File: config.mk
export PLATFORM = sky130hd
export DESIGN_NAME = exc_entry_seq
export DESIGN_NICKNAME = d
export VERILOG_FILES = /design/src/rtl/exc_seq_pkg.sv /design/src/rtl/exc_step_ctl.sv /design/src/rtl/exc_bus_drv.sv /design/src/rtl/exc_entry_seq.sv
export SDC_FILE = /design/constraint.sdc
export NUM_CORES = 1
export LEC_CHECK = 0
export BUFFER_PORTS_ARGS = -buffer_cell sky130_fd_sc_hd__buf_2
export CAP_MARGIN = 20
export CORE_UTILIZATION = 45
export CTS_BUF_LIST = sky130_fd_sc_hd__clkbuf_4 sky130_fd_sc_hd__clkbuf_8
export CTS_CLUSTER_DIAMETER = 100
export CTS_CLUSTER_SIZE = 12
export DETAILED_ROUTE_END_ITERATION = 10
export PLACE_DENSITY_LB_ADDON = 0.12
export SKIP_CTS_REPAIR_TIMING = 1
export SYNTH_ARGS = -nofsm -noshare
export SYNTH_HDL_FRONTEND = slang
export SYNTH_SLANG_ARGS = --single-unit
File: constraint.sdc
create_clock -name clk -period 3.4 [get_ports clk]
set_clock_uncertainty 0.2 [all_clocks]
set_input_delay 0.17 -clock clk [delete_from_list [all_inputs] [get_ports clk]]
set_output_delay 0.17 -clock clk [all_outputs]
set_load 0.02 [all_outputs]
File: src/rtl/exc_seq_pkg.sv
package exc_seq_pkg;

   typedef enum logic [1:0] {
      KIND_RESET = 2'd0,
      KIND_IRQ   = 2'd1,
      KIND_TRAP  = 2'd2,
      KIND_NONE  = 2'd3
   } kind_e;

   typedef enum logic [3:0] {
      ST_IDLE,
      ST_FIRST,
      ST_GAP1,
      ST_PUSH_LO,
      ST_PUSH_HI,
      ST_PUSH_X,
      ST_VEC_HI,
      ST_VEC_LO,
      ST_GAP2,
      ST_FETCH
   } step_e;

   // successor of each step along the fixed entry list
   function automatic step_e step_after(step_e s);
      case (s)
         ST_FIRST:   return ST_GAP1;
         ST_GAP1:    return ST_PUSH_LO;
         ST_PUSH_LO: return ST_PUSH_HI;
         ST_PUSH_HI: return ST_PUSH_X;
         ST_PUSH_X:  return ST_VEC_HI;
         ST_VEC_HI:  return ST_VEC_LO;
         ST_VEC_LO:  return ST_GAP2;
         ST_GAP2:    return ST_FETCH;
         default:    return ST_IDLE;
      endcase
   endfunction

   // true when the step occupies the bus
   function automatic logic step_is_bus(step_e s, logic skip_first);
      case (s)
         ST_FIRST:                         return !skip_first;
         ST_PUSH_LO, ST_PUSH_HI, ST_PUSH_X: return 1'b1;
         ST_VEC_HI, ST_VEC_LO, ST_FETCH:   return 1'b1;
         default:                          return 1'b0;
      endcase
   endfunction

endpackage

File: src/rtl/exc_step_ctl.sv
module exc_step_ctl
   import exc_seq_pkg::*;
(
   input  logic        clk,
   input  logic        rst_n,
   input  logic        req_valid,
   input  logic [1:0]  req_kind,
   input  logic        wake_in,
   input  logic        bus_ack,
   output step_e       step_o,
   output logic        is_bus_o,
   output logic        advance_o,
   output logic        accept_o
);

   step_e step_q;
   logic  skip_q;
   kind_e kind_w;

   assign kind_w = kind_e'(req_kind);

   // reset kind always wins; other kinds only start from idle
   assign accept_o  = req_valid &&
                      ((kind_w == KIND_RESET) ||
                       ((step_q == ST_IDLE) && (kind_w == KIND_IRQ || kind_w == KIND_TRAP)));
   assign is_bus_o  = step_is_bus(step_q, skip_q);
   assign advance_o = (step_q != ST_IDLE) && (!is_bus_o || bus_ack);
   assign step_o    = step_q;

   always_ff @(posedge clk or negedge rst_n) begin
      if (!rst_n) begin
         step_q <= ST_IDLE;
         skip_q <= 1'b0;
      end else if (accept_o) begin
         step_q <= (kind_w == KIND_RESET) ? ST_VEC_HI : ST_FIRST;
         skip_q <= (kind_w == KIND_IRQ) && wake_in;
      end else if (advance_o) begin
         step_q <= step_after(step_q);
      end
   end

   // an internal state never lasts longer than one cycle
   p_gap_one_r3: assert property (@(posedge clk) disable iff (!rst_n)
      ((step_q == ST_GAP1 || step_q == ST_GAP2 || (step_q == ST_FIRST && skip_q)) && !accept_o)
      |=> (step_q != $past(step_q)));

   // without a new request the step either holds or moves to its successor
   p_order_r2: assert property (@(posedge clk) disable iff (!rst_n)
      ((step_q != ST_IDLE) && !accept_o)
      |=> ((step_q == $past(step_q)) || (step_q == step_after($past(step_q)))));

endmodule

File: src/rtl/exc_bus_drv.sv
module exc_bus_drv
   import exc_seq_pkg::*;
#(
   parameter int             AW             = 32,
   parameter int             DW             = 16,
   parameter int             VW             = 8,
   parameter logic [AW-1:0]  VEC_BASE       = '0,
   parameter bit             RESET_AT_TABLE = 1'b1,
   parameter logic [AW-1:0]  RESET_VEC      = '0
)(
   input  logic           clk,
   input  logic           rst_n,
   input  logic           accept_i,
   input  logic [1:0]     kind_i,
   input  logic [AW-1:0]  pc_i,
   input  logic [AW-1:0]  sp_i,
   input  logic [DW-1:0]  xsr_i,
   input  logic [VW-1:0]  vec_i,
   input  step_e          step_i,
   input  logic           advance_i,
   input  logic [DW-1:0]  rdata_i,
   output logic [AW-1:0]  addr_o,
   output logic           we_o,
   output logic [DW-1:0]  wdata_o,
   output logic           lock_o,
   output logic [AW-1:0]  sp_o,
   output logic [AW-1:0]  handler_o
);

   localparam int            VEC_BYTES = AW / 8;
   localparam int            VSH       = $clog2(VEC_BYTES);
   localparam logic [AW-1:0] WORD_B    = AW'(DW / 8);
   localparam logic [AW-1:0] RST_ADDR  = RESET_AT_TABLE ? VEC_BASE : RESET_VEC;

   logic [AW-1:0] pc_q, sp_q, vaddr_q;
   logic [DW-1:0] xsr_q, vhi_q, vlo_q;
   logic          irq_q;
   logic          is_push;

   assign is_push = (step_i == ST_PUSH_LO) || (step_i == ST_PUSH_HI) || (step_i == ST_PUSH_X);

   always_ff @(posedge clk or negedge rst_n) begin
      if (!rst_n) begin
         pc_q    <= '0;
         sp_q    <= '0;
         vaddr_q <= '0;
         xsr_q   <= '0;
         vhi_q   <= '0;
         vlo_q   <= '0;
         irq_q   <= 1'b0;
      end else if (accept_i) begin
         pc_q    <= pc_i;
         sp_q    <= sp_i;
         xsr_q   <= xsr_i;
         irq_q   <= (kind_e'(kind_i) == KIND_IRQ);
         vaddr_q <= (kind_e'(kind_i) == KIND_RESET) ? RST_ADDR
                                                    : (VEC_BASE + (AW'(vec_i) << VSH));
      end else if (advance_i) begin
         if (is_push)                sp_q  <= sp_q - WORD_B;
         if (step_i == ST_VEC_HI)    vhi_q <= rdata_i;
         if (step_i == ST_VEC_LO)    vlo_q <= rdata_i;
      end
   end

   always_comb begin
      addr_o  = '0;
      wdata_o = '0;
      case (step_i)
         ST_FIRST:   addr_o = irq_q ? (pc_q + WORD_B) : pc_q;
         ST_PUSH_LO: begin addr_o = sp_q - WORD_B; wdata_o = pc_q[DW-1:0];  end
         ST_PUSH_HI: begin addr_o = sp_q - WORD_B; wdata_o = pc_q[AW-1:DW]; end
         ST_PUSH_X:  begin addr_o = sp_q - WORD_B; wdata_o = xsr_q;         end
         ST_VEC_HI:  addr_o = vaddr_q;
         ST_VEC_LO:  addr_o = vaddr_q + WORD_B;
         ST_FETCH:   addr_o = {vhi_q, vlo_q};
         default:    addr_o = '0;
      endcase
   end

   assign we_o      = is_push;
   assign lock_o    = (step_i == ST_VEC_HI);
   assign sp_o      = sp_q;
   assign handler_o = {vhi_q, vlo_q};

   // every completed push lowers the stack pointer by one word
   p_sp_step_r5: assert property (@(posedge clk) disable iff (!rst_n)
      (is_push && advance_i && !accept_i) |=> (sp_q == $past(sp_q) - WORD_B));

   // the locked read is followed by an unlocked read one word higher
   p_lock_once_r6: assert property (@(posedge clk) disable iff (!rst_n)
      (lock_o && advance_i && !accept_i) |=> (!lock_o && addr_o == $past(addr_o) + WORD_B));

endmodule

File: src/rtl/exc_entry_seq.sv
module exc_entry_seq
   import exc_seq_pkg::*;
#(
   parameter int             AW             = 32,
   parameter int             DW             = 16,
   parameter int             VW             = 8,
   parameter logic [AW-1:0]  VEC_BASE       = '0,
   parameter bit             RESET_AT_TABLE = 1'b1,
   parameter logic [AW-1:0]  RESET_VEC      = '0
)(
   input  logic           clk,
   input  logic           rst_n,
   input  logic           req_valid,
   input  logic [1:0]     req_kind,
   input  logic           wake_from_sleep,
   input  logic [AW-1:0]  pc_in,
   input  logic [AW-1:0]  sp_in,
   input  logic [DW-1:0]  xsr_in,
   input  logic [VW-1:0]  vec_num,
   output logic           bus_req,
   output logic [AW-1:0]  bus_addr,
   output logic           bus_we,
   output logic           bus_size,
   output logic           bus_lock,
   output logic [DW-1:0]  bus_wdata,
   input  logic [DW-1:0]  bus_rdata,
   input  logic           bus_ack,
   output logic           idle_state,
   output logic           busy,
   output logic           done,
   output logic [AW-1:0]  pc_out,
   output logic [AW-1:0]  sp_out
);

   generate
      if (AW != 2 * DW) begin : g_bad_width
         $error("address width must be twice the data width");
      end
      if ((DW % 8) != 0) begin : g_bad_bytes
         $error("data width must be whole bytes");
      end
      if (VW + $clog2(AW / 8) > AW) begin : g_bad_vec
         $error("vector number too wide for address");
      end
   endgenerate

   step_e step;
   logic  is_bus, advance, accept;

   exc_step_ctl u_ctl (
      .clk       (clk),
      .rst_n     (rst_n),
      .req_valid (req_valid),
      .req_kind  (req_kind),
      .wake_in   (wake_from_sleep),
      .bus_ack   (bus_ack),
      .step_o    (step),
      .is_bus_o  (is_bus),
      .advance_o (advance),
      .accept_o  (accept)
   );

   exc_bus_drv #(
      .AW             (AW),
      .DW             (DW),
      .VW             (VW),
      .VEC_BASE       (VEC_BASE),
      .RESET_AT_TABLE (RESET_AT_TABLE),
      .RESET_VEC      (RESET_VEC)
   ) u_drv (
      .clk       (clk),
      .rst_n     (rst_n),
      .accept_i  (accept),
      .kind_i    (req_kind),
      .pc_i      (pc_in),
      .sp_i      (sp_in),
      .xsr_i     (xsr_in),
      .vec_i     (vec_num),
      .step_i    (step),
      .advance_i (advance),
      .rdata_i   (bus_rdata),
      .addr_o    (bus_addr),
      .we_o      (bus_we),
      .wdata_o   (bus_wdata),
      .lock_o    (bus_lock),
      .sp_o      (sp_out),
      .handler_o (pc_out)
   );

   assign bus_req    = is_bus;
   assign bus_size   = 1'b1;
   assign busy       = (step != ST_IDLE);
   assign idle_state = busy && !is_bus;
   assign done       = (step == ST_FETCH) && bus_ack;

   logic rst_abort;
   assign rst_abort = req_valid && (kind_e'(req_kind) == KIND_RESET);

   // an unacknowledged cycle is held unchanged
   p_hold_r7: assert property (@(posedge clk) disable iff (!rst_n)
      (bus_req && !bus_ack && !rst_abort)
      |=> (bus_req && $stable(bus_addr) && $stable(bus_we) && $stable(bus_wdata)));

   // done only with an acknowledged, unlocked read
   p_done_fetch_r8: assert property (@(posedge clk) disable iff (!rst_n)
      done |-> (bus_req && bus_ack && !bus_we && !bus_lock));

   // done is a single-cycle pulse
   p_done_pulse_r8: assert property (@(posedge clk) disable iff (!rst_n)
      (done && !rst_abort) |=> !done);

endmodule

# Word level (Yosys, flattened, before mapping)
# Memory sizes are Yosys's and may differ from the RTL's.
# Index checks and enable logic that the tools add are counted.
dict set report word_totals {
  reg_bits 150
  mem_bits_ro 64
  memories 1
}
# memory depth word_bits rd rd_clocked_by_memory_dff write_ports line_no
set mem_list {}
lappend mem_list {{(no name shown)} 16 4 1 0 0 exc_seq_pkg.sv:25} ;# case (s)
dict set report classes {
  n_addsub 3
  n_eq_ne 9
  n_mux 11
  bitwise_logic 1
  reduce_logical 23
}
# cell count
set op_table {}
lappend op_table {{$pmux 32 s5} 1}
lappend op_table {{$mux 32} 4}
lappend op_table {{$add 32x2->32 const B} 2}
lappend op_table {{$pmux 16 s3} 1}
lappend op_table {{$sub 32x2->32 const B} 1}
lappend op_table {{$eq 4x3->1 const B} 4}
lappend op_table {{$mux 10} 1}
lappend op_table {{$mux 4} 2}
lappend op_table {{$logic_and 1x1->1} 6}
lappend op_table {{$reduce_and 3->1} 2}
lappend op_table {{$reduce_or 6->1} 1}
lappend op_table {{$logic_or 1x1->1} 5}
lappend op_table {{$eq 4x1->1 const B} 1}
lappend op_table {{$eq 4x2->1 const B} 1}
lappend op_table {{$eq 4x4->1 const B} 1}
lappend op_table {{$logic_not 4->1} 1}
lappend op_table {{$reduce_bool 2->1} 2}
lappend op_table {{$reduce_bool 4->1} 1}
lappend op_table {{$mux 3} 1}
lappend op_table {{$reduce_or 3->1} 1}
lappend op_table {{$eq 2x1->1 const B} 1}
lappend op_table {{$eq 2x2->1 const B} 1}
lappend op_table {{$logic_not 1->1} 2}
lappend op_table {{$logic_not 2->1} 1}
lappend op_table {{other kinds (3)} 3}

# Depth between registers and ports, before layout
dict set report logic_depth {
  ltp_word 8
  depth_mapped 10
  depth_no_buf 8
}

# Modules after synthesis
# A second synthesis with hierarchy kept.
dict set report unflattened {
  cells_unflattened 781
  area_unflattened_um2 7696.1
}
# module instances cells_per_inst area_each_um2 seq_area_each_um2
set by_module_without_submodules {}
lappend by_module_without_submodules {exc_bus_drv 1 719 7150.6 3027.9}
lappend by_module_without_submodules {exc_step_ctl 1 56 499.2 125.1}
lappend by_module_without_submodules {exc_entry_seq 1 6 46.3 0.0}

# Least setup slack after synthesis
# No wires, ideal clock.
dict set report synth_path {
  path_kind {flip-flop to flip-flop}
  start {register u_ctl.step_q[0] (netlist: u_ctl.step_o[0])}
  end {register u_drv.vlo_q[10]}
  t_arrival_ps 2627
  required_time_ps 3075
  slack_ps 448
  path_stages_with_launch 11
  period_less_slack_ps 2952
  cell_sequence {dfrtp_1 > inv_1 > ha_1 > or3b_4 > nand2_8 > inv_4 > o31a_1 > buf_6 > nor4b_4 > buf_6 > mux2_4}
}
dict set report synth_between {
  elab_chain_cells 7
}
# item line_no
set synth_rtl {}
lappend synth_rtl {{start: declaration} exc_step_ctl.sv:16} ;# step_e step_q;
lappend synth_rtl {{start signal: assignment} exc_step_ctl.sv:35} ;# step_q <= (kind_w == KIND_RESET) ? ST_VEC_HI : ST_FIRST;
lappend synth_rtl {{start signal: assignment} exc_step_ctl.sv:38} ;# step_q <= step_after(step_q);
lappend synth_rtl {{$eq 4x3->1, or another cell as far along} exc_seq_pkg.sv:40} ;# case (s)
lappend synth_rtl {{$reduce_or 6->1 (no line)} --}
lappend synth_rtl {{$pmux 1 s2} exc_seq_pkg.sv:40}
lappend synth_rtl {{$logic_not 1->1} exc_step_ctl.sv:27} ;# assign advance_o = (step_q != ST_IDLE) && (!is_bus_o || bus_ack);
lappend synth_rtl {{$logic_or 1x1->1} exc_step_ctl.sv:27}
lappend synth_rtl {{$logic_and 1x1->1} exc_step_ctl.sv:27}
lappend synth_rtl {{$reduce_and 3->1 (no line) *} --}
lappend synth_rtl {{end signal: assignment} exc_bus_drv.sv:61} ;# if (step_i == ST_VEC_LO) vlo_q <= rdata_i;
lappend synth_rtl {{end: declaration} exc_bus_drv.sv:36} ;# logic [DW-1:0] xsr_q, vhi_q, vlo_q;
# Mark *: on every way between the ends. The rest lies on a longest branch, timed or not.
# A chain may end at the register's enable or synchronous reset.

# Worst setup path in the final report
dict set report layout_path {
  start {register u_ctl.step_q[0] (netlist: u_ctl.step_o[0])}
  end {register u_drv.vlo_q[1]}
}
# Same word-level chain as after synthesis.

==> metrics.yaml <==
cts.clk_slew.worst_paths_ns: 0.07
cts_inserted_buffers: 17
grt_remaining_overflow: 0
synth_area_leaders: "dfrtp_1 42%, nand2_1 11%, xnor2_1 7.5%"
track_usage_pct: 29.0
p_int_mw: 5.10
antenna_found_initial: 0
end_kind: "flop"
wl_per_cell_um: 18.5
synth_top_family_by_area: "simple AND/OR/NAND/NOR gates"
syn-mean-instance-area_um2: 8.69
drv_cap: 0
synthSimpleGateAreaFrac_pct: 24.0
yosys_warnings: 0
combPwrFrac_pct: 52.7
cts_sinks: 126
p_sw_mw: 4.84
synth_nets: 985
crit_family: "simple AND/OR/NAND/NOR gates"
synthArstFlopShare_pct: 100
ys_dominant_reg_cell: "dfrtp_1"
cts_root_buffer: "clkbuf_8"
violations: "hold timing"
arrival_ns: 3.32
relSlewSlack_pct: 52.8
grt_pass1_vias: 6727
routabilityCongestion: 0.964
nets: 1301
cp_max_fo: 18
syn2layout_area_growth_pct: 39.1
drv_slew: 0
wirelength_mm: 26.1
hold_class: "in -> reg"
synth_area_um2: 7510
io_pins: 230
die_w_um: 131
critPathMaxStageDelay_ns: 0.46
finalCriticalPeriod_ns: 3.17
ir_worst_vdd_uv: 431
power-per-cell-area_nw_per_um2: 951
clockBufferDepth: 2
critPathLaunchType: "flop"
dr.first_iter.drc_count: 669
synth-compound-area-share_pct: 12.0
synth_xor_area_share_pct: 9.67
hold_violations: 1
viasPerCell: 5.41
tightest_slew_ns: 0.708
drcViolationCount: 0
cp.buffers_inverters: 3
initial_utilization_pct: 46.6
grt_pass1_wl_mm: 38.2
pre_cts_ws_ns: 0.260
cts_tree: "yes"
via_count: 7622
min_period_over_period_pct: 93.2
leakagePower_nw: 4.84
timing.fmax_ghz: 0.316
crit_required_ns: 3.55
synth_cells: 865
run_status: "complete, but fails checks"
synth.top_cell.area_share_pct: 42.0
p_sw_share_pct: 48.7
critical_path.slowest_cell: "or3b_4"
synth_cell_types: 52
clock_power_share_pct: 15.0
final_common_cell: "buf_2"
seq_area_frac_synth_pct: 42.0
die_h_um: 131
ys_ff_latch: 126
synth_edf_count: 0
utilization_pct: 64.9
hold_ws_ns: -0.0222
grt_max_degree: 87
tns_ns: 0
drtAntennaViolNets: 0
synth.largest_area_cell: "dfrtp_1"
cts_htree_levels: 4
rsz0062_at_grt: "no"
insertedDiodeCount: 0
dp_hpwl_mm: 18.5
core_area_um2: 16100
r2r_setup_slack_ns: 0.23
path_cells: "inv_1 -> ha_1 -> or3b_4 -> nand2_8 -> inv_4 -> o31a_1 -> nor4b_4 -> buf_4 -> mux2_2"
num_rows: 46
placed_area_um2: 8900
finalSetupViolCount: 0
layout_setup_ws_ns: 0.231
synthMuxAreaShare_pct: 5.69
die-area_um2: 17200
dr.pass1.iters: 6
final_area_um2: 10500
path_class: "reg -> reg"
p_seq_share_pct: 32.3
clk_latency_ns: 0.46
synth_fa_ha_area_share_pct: 1.50
port_buffers: 228
final_cell_mix: "227 x buf_2, 222 x nand2_1, 126 x dfrtp_1"
drive_above_1_share_pct: 27.8
cell families after synthesis:
kind of cell / after synthesis
AOI/OAI and AO/OA: 133
muxes: 35
other: 1
adders and majority gates: 9
buffers and inverters: 94
xor gates and xnor gates: 83
DFF: 126
and+or+nand+nor: 384
final timing paths:
kind,depth (start not counted),from,to
worst min-delay path,5,req_kind[1],u_drv.irq_q
max in group asynchronous,3,rst_n,u_drv.pc_q[14]
worst max-delay path,9,u_ctl.step_o[0],u_drv.vlo_q[1]
worst min register to register,2,u_drv.xsr_q[13],u_drv.xsr_q[13]
min in group asynchronous,2,rst_n,u_drv.sp_o[6]
worst max register to register,9,u_ctl.step_o[0],u_drv.vlo_q[1]
cell type report:
cell class	count	area (um^2)
Tap cell	216	270
Multi-Input combinational cell	645	4010
Sequential cell	126	3150
Inverter	31	119
Fill cell	1427	5660
Clock buffer	22	290
Clock inverter	10	160
Timing Repair Buffer	360	2440
per-stage QoR:
step / power, mW / instances
after floorplan: 6.34 / 865
after detailed placement: 8.27 / 1269
after global placement: 8.22 / 1269
final: 9.94 / 1410
after CTS: 9.79 / 1301
after global routing: 10.5 / 1410
synth_stat cells (4+ instances only):
cell	count
nor2_1	26
or2_2	4
nor3_1	28
o21ai_0	61
o21a_1	4
dfrtp_1	126
nand4_1	10
buf_2	4
nand2_1	222
xnor2_1	64
nor2b_1	4
mux2_2	22
xor2_1	19
clkbuf_1	52
o211ai_1	7
a21oi_1	8
nand2b_1	11
nor4_1	27
and3_1	4
ha_1	9
and4_1	6
inv_1	30
or3_1	7
nand3_1	18
o31a_1	4
o221ai_1	11
a222oi_1	22
a22oi_1	5
and2_1	4
mux2_4	10
worst reg2reg max path, stage by stage, from the launching register on:
cell     delay (ns)
dfrtp_1        0.42
inv_1          0.11
ha_1           0.27
or3b_4         0.46
nand2_8        0.15
inv_4          0.13
o31a_1         0.47
nor4b_4        0.27
buf_4          0.24
mux2_2         0.35
state kept, by name, summed over array words and instances (netlist names):
register and flops:
u_ctl.skip_q 1, u_ctl.step_o 4, u_drv.irq_q 1, u_drv.pc_q 32, u_drv.sp_o 32, u_drv.vaddr_q 8, u_drv.vhi_q 16, u_drv.vlo_q 16
u_drv.xsr_q 16
routing by layer:
metal | vias up | global-route usage (%) | wire length [um]
li1 | 3627 | - | -
met1 | 3623 | 40.2 | 11300
met2 | 321 | 44.9 | 12400
met3 | 51 | 4.55 | 1600
met4 | 0 | 12.6 | 764
met5 | - | 0 | 0
power groups by stage:
stage | clock network (mW) | registers, mW | logic (mW)
2_1_floorplan | 0 | 3.25 | 3.09
3_3_place_gp | 0 | 3.19 | 5.04
3_5_place_dp | 0 | 3.21 | 5.07
4_1_cts | 1.51 | 3.18 | 5.09
5_1_grt | 1.58 | 3.31 | 5.62
6_report | 1.49 | 3.21 | 5.23
Note: power is estimated with default switching activity, not from simulation.
